--- config.mk ---
export PLATFORM = sky130hd
export DESIGN_NAME = vram_refresh_sched
export DESIGN_NICKNAME = d
export VERILOG_FILES = /design/src/rtl/vrs_pkg.sv /design/src/rtl/vrs_timing_dp.sv /design/src/rtl/vrs_ctrl.sv /design/src/rtl/vram_refresh_sched.sv
export SDC_FILE = /design/constraint.sdc
export NUM_CORES = 1
export LEC_CHECK = 0
export ABC_AREA = 1
export BUFFER_PORTS_ARGS = -buffer_cell sky130_fd_sc_hd__buf_2
export CAP_MARGIN = 20
export CORE_MARGIN = 2
export CORE_UTILIZATION = 28
export DETAILED_ROUTE_END_ITERATION = 8
export GPL_TIMING_DRIVEN = 0
export PLACE_DENSITY = 0.43
export SKIP_CTS_REPAIR_TIMING = 1
export SLEW_MARGIN = 10
export SYNTH_ARGS = -nofsm -noshare
export SYNTH_HDL_FRONTEND = slang
export SYNTH_HIERARCHICAL = 1
export SYNTH_SLANG_ARGS = --single-unit
export TNS_END_PERCENT = 5
--- constraint.sdc ---
create_clock -name clk -period 5.14 [get_ports clk]
set_clock_uncertainty 0.1 [all_clocks]
set_input_delay 0.514 -clock clk [delete_from_list [all_inputs] [get_ports clk]]
set_output_delay 0.514 -clock clk [all_outputs]
set_load 0.02 [all_outputs]
--- src/rtl/vrs_pkg.sv ---
package vrs_pkg;

  // Strobes issued by the control to the timing datapath
  typedef struct packed {
    logic swap;   // toggle displayed buffer at this edge
    logic xfer;   // transfer request in this cycle
  } ctrlStrobes_t;

  // Position flags reported by the datapath to the control
  typedef struct packed {
    logic xferSlot;  // first blank cycle of a line preceding a group start
    logic frameEnd;  // last cycle before vertical blanking begins
    logic firstPix;  // first active pixel of the frame
  } posStatus_t;

endpackage

--- src/rtl/vrs_timing_dp.sv ---
module vrs_timing_dp
  import vrs_pkg::*;
#(
  parameter int H_ACTIVE       = 64,
  parameter int H_FP           = 2,
  parameter int H_SYNC         = 8,
  parameter int H_BP           = 6,
  parameter int V_ACTIVE       = 1024,
  parameter int V_FP           = 3,
  parameter int V_SYNC         = 6,
  parameter int V_BP           = 29,
  parameter int LINES_PER_XFER = 4,
  parameter int ROW_ADDR_W     = 6
) (
  input  logic                  clk,
  input  logic                  rstN,
  input  ctrlStrobes_t          strb,
  output posStatus_t            stat,
  output logic                  dispBuf,
  output logic                  xferBuf,
  output logic [1:0]            xferRowSel,
  output logic [ROW_ADDR_W-1:0] xferRowAddr,
  output logic                  shiftEn,
  output logic                  hSync,
  output logic                  vSync,
  output logic                  blank
);

  localparam int H_TOTAL  = H_ACTIVE + H_FP + H_SYNC + H_BP;
  localparam int V_TOTAL  = V_ACTIVE + V_FP + V_SYNC + V_BP;
  localparam int H_W      = $clog2(H_TOTAL);
  localparam int V_W      = $clog2(V_TOTAL);
  localparam int LX_W     = $clog2(LINES_PER_XFER);
  localparam int GROUP_W  = $clog2(V_ACTIVE / LINES_PER_XFER);
  localparam int HS_START = H_ACTIVE + H_FP;
  localparam int VS_START = V_ACTIVE + V_FP;

  logic [H_W-1:0]     hCnt;
  logic [V_W-1:0]     vCnt;
  logic [V_W-1:0]     nextLine;
  logic [GROUP_W-1:0] grp;
  logic               hLast;
  logic               hAct;
  logic               vAct;
  logic               groupStart;

  assign hLast = (int'(hCnt) == H_TOTAL - 1);

  always_ff @(posedge clk) begin
    if (!rstN) begin
      hCnt    <= '0;
      vCnt    <= '0;
      dispBuf <= 1'b0;
    end else begin
      if (hLast) begin
        hCnt <= '0;
        vCnt <= nextLine;
      end else begin
        hCnt <= hCnt + 1'b1;
      end
      if (strb.swap) dispBuf <= ~dispBuf;
    end
  end

  always_comb begin
    nextLine   = (int'(vCnt) == V_TOTAL - 1) ? '0 : vCnt + 1'b1;
    grp        = nextLine[LX_W +: GROUP_W];
    groupStart = (nextLine[LX_W-1:0] == '0) && (int'(nextLine) < V_ACTIVE);
    hAct       = int'(hCnt) < H_ACTIVE;
    vAct       = int'(vCnt) < V_ACTIVE;

    stat.xferSlot = groupStart && (int'(hCnt) == H_ACTIVE);
    stat.frameEnd = hLast && (int'(vCnt) == V_ACTIVE - 1);
    stat.firstPix = (hCnt == '0) && (vCnt == '0);

    blank   = !(hAct && vAct);
    shiftEn = hAct && vAct;
    hSync   = (int'(hCnt) >= HS_START) && (int'(hCnt) < HS_START + H_SYNC);
    vSync   = (int'(vCnt) >= VS_START) && (int'(vCnt) < VS_START + V_SYNC);

    xferBuf     = dispBuf;
    xferRowSel  = grp[GROUP_W-1 -: 2];
    xferRowAddr = grp[ROW_ADDR_W-1:0];
  end


  hcount_range_chk: assert property (@(posedge clk) disable iff (!rstN)
    int'(hCnt) < H_TOTAL);


  xfer_in_blank_chk: assert property (@(posedge clk) disable iff (!rstN)
    strb.xfer |-> blank);


  xfer_single_chk: assert property (@(posedge clk) disable iff (!rstN)
    strb.xfer |=> !strb.xfer);


  buf_change_at_vblank_chk: assert property (@(posedge clk) disable iff (!rstN)
    !$stable(dispBuf) |-> (hCnt == '0 && int'(vCnt) == V_ACTIVE));

endmodule

--- src/rtl/vrs_ctrl.sv ---
module vrs_ctrl
  import vrs_pkg::*;
(
  input  logic         clk,
  input  logic         rstN,
  input  logic         swapReq,
  input  posStatus_t   stat,
  output ctrlStrobes_t strb,
  output logic         swapAck
);

  logic pend;
  logic armed;

  always_comb begin
    strb.xfer = stat.xferSlot;
    strb.swap = stat.frameEnd && (pend || swapReq);
    swapAck   = armed && stat.firstPix;
  end

  always_ff @(posedge clk) begin
    if (!rstN) begin
      pend  <= 1'b0;
      armed <= 1'b0;
    end else begin
      pend <= strb.swap ? 1'b0 : (pend | swapReq);
      if (strb.swap)         armed <= 1'b1;
      else if (stat.firstPix) armed <= 1'b0;
    end
  end


  swap_clears_pend_chk: assert property (@(posedge clk) disable iff (!rstN)
    strb.swap |=> (armed && !pend));


  ack_single_chk: assert property (@(posedge clk) disable iff (!rstN)
    swapAck |=> !swapAck);

endmodule

--- src/rtl/vram_refresh_sched.sv ---
module vram_refresh_sched
  import vrs_pkg::*;
#(
  parameter int LINE_PIXELS    = 1024,
  parameter int PIX_PER_SHIFT  = 16,
  parameter int H_FP           = 2,
  parameter int H_SYNC         = 8,
  parameter int H_BP           = 6,
  parameter int V_ACTIVE       = 1024,
  parameter int V_FP           = 3,
  parameter int V_SYNC         = 6,
  parameter int V_BP           = 29,
  parameter int LINES_PER_XFER = 4,
  localparam int H_ACTIVE      = LINE_PIXELS / PIX_PER_SHIFT,
  localparam int ROW_ADDR_W    = $clog2(V_ACTIVE / LINES_PER_XFER) - 2
) (
  input  logic                  clk,
  input  logic                  rstN,
  input  logic                  swapReq,
  output logic                  swapAck,
  output logic                  dispBuf,
  output logic                  xferReq,
  output logic                  xferBuf,
  output logic [1:0]            xferRowSel,
  output logic [ROW_ADDR_W-1:0] xferRowAddr,
  output logic                  shiftEn,
  output logic                  hSync,
  output logic                  vSync,
  output logic                  blank
);

  ctrlStrobes_t strb;
  posStatus_t   stat;

  vrs_ctrl u_ctrl (
    .clk     (clk),
    .rstN    (rstN),
    .swapReq (swapReq),
    .stat    (stat),
    .strb    (strb),
    .swapAck (swapAck)
  );

  vrs_timing_dp #(
    .H_ACTIVE       (H_ACTIVE),
    .H_FP           (H_FP),
    .H_SYNC         (H_SYNC),
    .H_BP           (H_BP),
    .V_ACTIVE       (V_ACTIVE),
    .V_FP           (V_FP),
    .V_SYNC         (V_SYNC),
    .V_BP           (V_BP),
    .LINES_PER_XFER (LINES_PER_XFER),
    .ROW_ADDR_W     (ROW_ADDR_W)
  ) u_dp (
    .clk         (clk),
    .rstN        (rstN),
    .strb        (strb),
    .stat        (stat),
    .dispBuf     (dispBuf),
    .xferBuf     (xferBuf),
    .xferRowSel  (xferRowSel),
    .xferRowAddr (xferRowAddr),
    .shiftEn     (shiftEn),
    .hSync       (hSync),
    .vSync       (vSync),
    .blank       (blank)
  );

  assign xferReq = strb.xfer;

endmodule

[Word-level counts from Yosys, hierarchy flattened]
Index checks and enable logic that the tools add are counted.
Operators by class
  $add $sub $neg: 2
  magnitude comparators: 7
  equality and inequality tests: 4
  mux-type cells: 3
  bitwise gates (word level): 3
  reduce and logical (&&, ||, !) cells: 17
Operators with widths (count)
  11-bit less-than comparator (second input constant): 3
  11-bit equality test (second input constant): 2
  7-bit equality test (second input constant): 2
  7-bit less-than comparator (second input constant): 2
  11-bit by 1-bit adder with 11-bit output (second input constant): 1
  11-bit greater-or-equal comparator (second input constant): 1
  11-bit zero test: 1
  11-bit 2-to-1 mux: 1
  1-bit logical AND: 9
  7-bit by 1-bit adder with 7-bit output (second input constant): 1
  7-bit greater-or-equal comparator (second input constant): 1
  7-bit zero test: 1
  2-bit OR reduction: 2
  2-bit zero test: 1
  1-bit 2-to-1 mux: 2
  1-bit NOT: 2
  2-bit nonzero test: 1
  1-bit zero test: 1
  1-bit logical OR: 1
  1-bit OR: 1
Word-level totals
  register bits after elaboration: 21
  input bits: 3
  output and inout bits: 16
  logic and storage cells: 41

[Logic depth before layout (Yosys ltp)]
  depth after elaboration: 5
  mapped depth: 10
  depth with buffers taken out: 10

[By module]
Netlist, hierarchy kept.
Modules (own cells, without submodules)
  vrs_timing_dp: instances 1, cells each 195, area each 1317.5 sq um, seq. area each 380.4 sq um
  vrs_ctrl: instances 1, cells each 13, area each 101.3 sq um, seq. area each 40.0 sq um

[Least setup slack after synthesis]
No wires, ideal clock.
  kind: reg-to-output
  from: register u_dp.hCnt[6]
  to: output swapAck
  arrival time: 1291 ps
  required time: 4526 ps
  slack: 3235 ps
  cell stages (with the launch flop): 6
  path buffers: 0
  cell sequence: dfxtp_1 nor2_1 nand3_1 nor3_1 nand2_1 inv_1
RTL lines
  start, declared: line vrs_timing_dp.sv:38  | logic [H_W-1:0] hCnt;
  start signal, assigned: line vrs_timing_dp.sv:59  | hCnt <= hCnt + 1'b1;
  end, declared: line vram_refresh_sched.sv:20  | output logic swapAck,

==> impl_metrics.py <==
metrics = {
    "logic_synthesis": {
        "yosysSeqAreaShare_pct": 29.6,
        "syn-num-nets": 216,
        "synth_top_area_share_pct": 29.6,
        "synth_top_family_by_area": "simple AND/OR/NAND/NOR gates",
        "synthCells": 208,
        "synth-async-reset-ratio_pct": 0,
        "synth_edf_count": 0,
        "synthFlopType": "dfxtp_1",
        "synth_compound_gate_area_share_pct": 9.26,
        "syn_avg_cell_area_um2": 6.82,
        "synth-adder-area-share_pct": 4.41,
        "syn_area_um2": 1420,
        "ys_seq_elements": 21,
        "synthMuxAreaShare_pct": 0,
        "yosysUniqueCellTypes": 30,
        "synth_area_leaders": "dfxtp_1 (30%), nand2_1 (12%), inv_1 (7.7%), nor2_1 (6.9%), nand3_1 (6.3%)",
        "yosys.area.top_type": "dfxtp_1",
        "synthSimpleGateAreaFrac_pct": 38.5,
        "yosys_warnings": 6,
        "synth_xor_area_share_pct": 2.47,
    },
    "routing": {
        "routed_wl_mm": 3.04,
        "vias_per_cell": 4.36,
        "first_iter_violations": 69,
        "drt_pre_antenna_iters": 4,
        "vias": 1295,
        "drc": 0,
        "wl_per_cell_um": 10.2,
        "route.antenna.remaining_nets": 0,
    },
    "hold_path": {
        "holdCritPathClass": "flop to flop",
        "hold_start": "u_ctrl/armed",
    },
    "floorplan": {
        "die_y_um": 75.2,
        "fp-row-count": 25,
        "die_width_um": 75.2,
        "boundaryPins": 19,
        "coreArea_um2": 4820,
        "die_area_um2": 5650,
        "start_util_pct": 29.5,
    },
    "clock_network": {
        "cts_buffer_depth": 2,
        "clock-root-buffer": "clkbuf_8",
        "cts_sinks": 21,
        "htreeDepth": 1,
        "clk_pin_slew_ns": 0.09,
        "clk_latency_ns": 0.27,
        "numCtsBuffers": 3,
        "tritoncts": "done",
    },
    "timing": {
        "min_period_ns": 2.58,
        "rsz0062_at_grt": "no",
        "finalSetupTns_ns": 0,
        "min_period_over_period_pct": 50.1,
        "slew_headroom_pct": 71.3,
        "slew_violations": 0,
        "worst_slew_pin_slew_ns": 0.429,
        "finalHoldViolations": 0,
        "worst_slack_ns": 2.56,
        "finalSetupViolCount": 0,
        "fmax_mhz": 388,
    },
    "worst_setup_path": {
        "end_kind": "output port",
        "startpoint": "u_dp/vCnt[1]",
        "startpoint_type": "flop",
        "criticalPathCategory": "flop to output port",
        "cp_max_fo": 6,
        "r2r_setup_slack_ns": 3.29,
        "r2r_start": "u_dp/vCnt[0]",
        "crit_required_ns": 4.53,
        "arrival_ns": 1.96,
    },
    "power": {
        "power.density_nw_per_um2": 184,
        "leakage_nw": 0.790,
        "ir_drop_mv": 0.0981,
    },
    "status": {
        "status": "complete, no violations",
    },
    "grt": {
        "gr-total-overflow": 0,
        "grt_pass1_wl_mm": 5.29,
        "grt_max_degree": 14,
        "track_usage_pct": 12.2,
        "first_global_vias": 1130,
        "antenna_found_initial": 0,
    },
    "finish": {
        "multiInputGateArea_um2": 776,
        "syn2layout_area_growth_pct": 15.7,
        "final-seq-area_um2": 420,
        "drive_gt1_share_pct": 25.2,
        "n_fill_cell": 572,
        "diodes": 0,
        "layout.nets": 239,
        "final_cell_area_um2": 1640,
        "fin_cells": 297,
    },
    "placement": {
        "place_area_um2": 1590,
        "numPortBuffers": 18,
        "dp_cells": 293,
        "pre_cts_ws_ns": 2.83,
        "finalWeightedCongestion": 0.807,
        "dp_hpwl_mm": 2.35,
    },
    "flow_run": {
        "cap_violations": 0,
    },
}
-- state kept, by name, summed over array words and instances (netlist names) --
signal and cells:
u_ctrl/pend 1, u_dp/hCnt 7, u_ctrl/armed 1, u_dp/vCnt 11, u_dp/dispBuf 1
-- critical path, cell delays in order, from the launching register on --
cell     delay [ns]
dfxtp_1        0.34
inv_1          0.13
ha_1           0.19
inv_1          0.05
nor2_1         0.09
nand3_1        0.25
nand2_1        0.19
nand3_1        0.08
nor2_1         0.11
buf_4          0.11
buf_2          0.14
-- path summary, 6_finish.rpt --
kind / end / cells past startpoint
worst max-delay path: xferReq / 10
worst min-delay path: u_ctrl/armed / 2
worst max register to register: u_dp/dispBuf / 10
worst min register to register: u_ctrl/armed / 2
-- final cells by class --
cell class | count | share of cell area (%)
well taps | 67 | 5.11
repair buffers | 18 | 5.49
multi-input cells | 141 | 47.3
clock buffers | 3 | 2.52
clock inverters | 1 | 0.457
inverters | 34 | 7.85
plain buffers | 12 | 5.72
flip-flops and latches | 21 | 25.6
-- kinds of logic after synthesis --
group / after synthesis
DFF: 21
adders and majority gates: 5
AOI/OAI and AO/OA: 17
and+or+nand+nor: 115
buffers and inverters: 46
xor gates and xnor gates: 4
-- through the flow --
step / hold WS, ns / power, mW / utilization [%]
floorplan: 0.341 / 0.183 / -
global placement: 0.369 / 0.189 / 33.1
detailed placement: 0.366 / 0.189 / 33.1
CTS: 0.385 / 0.311 / 34.1
global route: 0.401 / 0.319 / 34.1
finish: 0.379 / 0.301 / 34.1
-- synth_stat cells (3+ instances only) --
| cell | n |
|---|---|
| inv_1 | 29 |
| o21ai_0 | 3 |
| dfxtp_1 | 21 |
| buf_4 | 11 |
| nand4_1 | 4 |
| nor2_1 | 26 |
| o22ai_2 | 4 |
| nand2_1 | 46 |
| nor3_1 | 8 |
| inv_2 | 4 |
| xor2_1 | 3 |
| ha_1 | 5 |
| o21ai_1 | 3 |
| nand3_1 | 18 |
| nand2_2 | 3 |
-- layout by cell type, fill, tap and decap left out --
master      instances
nand2_1            46
inv_1              29
nor2_1             26
dfxtp_1            21
buf_2              18
nand3_1            18
buf_4              11
nor3_1              8
ha_1                5
inv_2               4
nand4_1             4
o22ai_2             4
clkbuf_8            3
nand2_2             3
o21ai_0             3
xor2_1              3
o21ai_1             3
a21oi_2             2
nor3_2              2
nor2_4              2
nand3_2             2
a21oi_1             2
clkinvlp_4          1
o21ai_2             1
nor2_2              1
or2_2               1
o211ai_1            1
nand4_4             1
clkinv_2            1
buf_6               1
xnor2_1             1
o21bai_1            1
or2_0               1
-- metal layers --
| metal | wire, um | vias to the layer above | global-route usage (%) |
|---|---|---|---|
| li1 | - | 698 | - |
| met1 | 1480 | 573 | 15.9 |
| met2 | 1390 | 20 | 19.8 |
| met3 | 128 | 4 | 3.61 |
| met4 | 42 | 0 | 3.31 |
| met5 | 0 | - | 0 |
-- power breakdown --
part | leakage (nW) | total [mW] | switching, mW | internal, mW
logic | 0.598 | 0.0168 | 0.0107 | 0.00612
clock network | 0.0217 | 0.117 | 0.0617 | 0.0549
registers | 0.170 | 0.168 | 0.00294 | 0.165
total | 0.790 | 0.301 | 0.0754 | 0.226
Power figures use the tool's default switching activity.
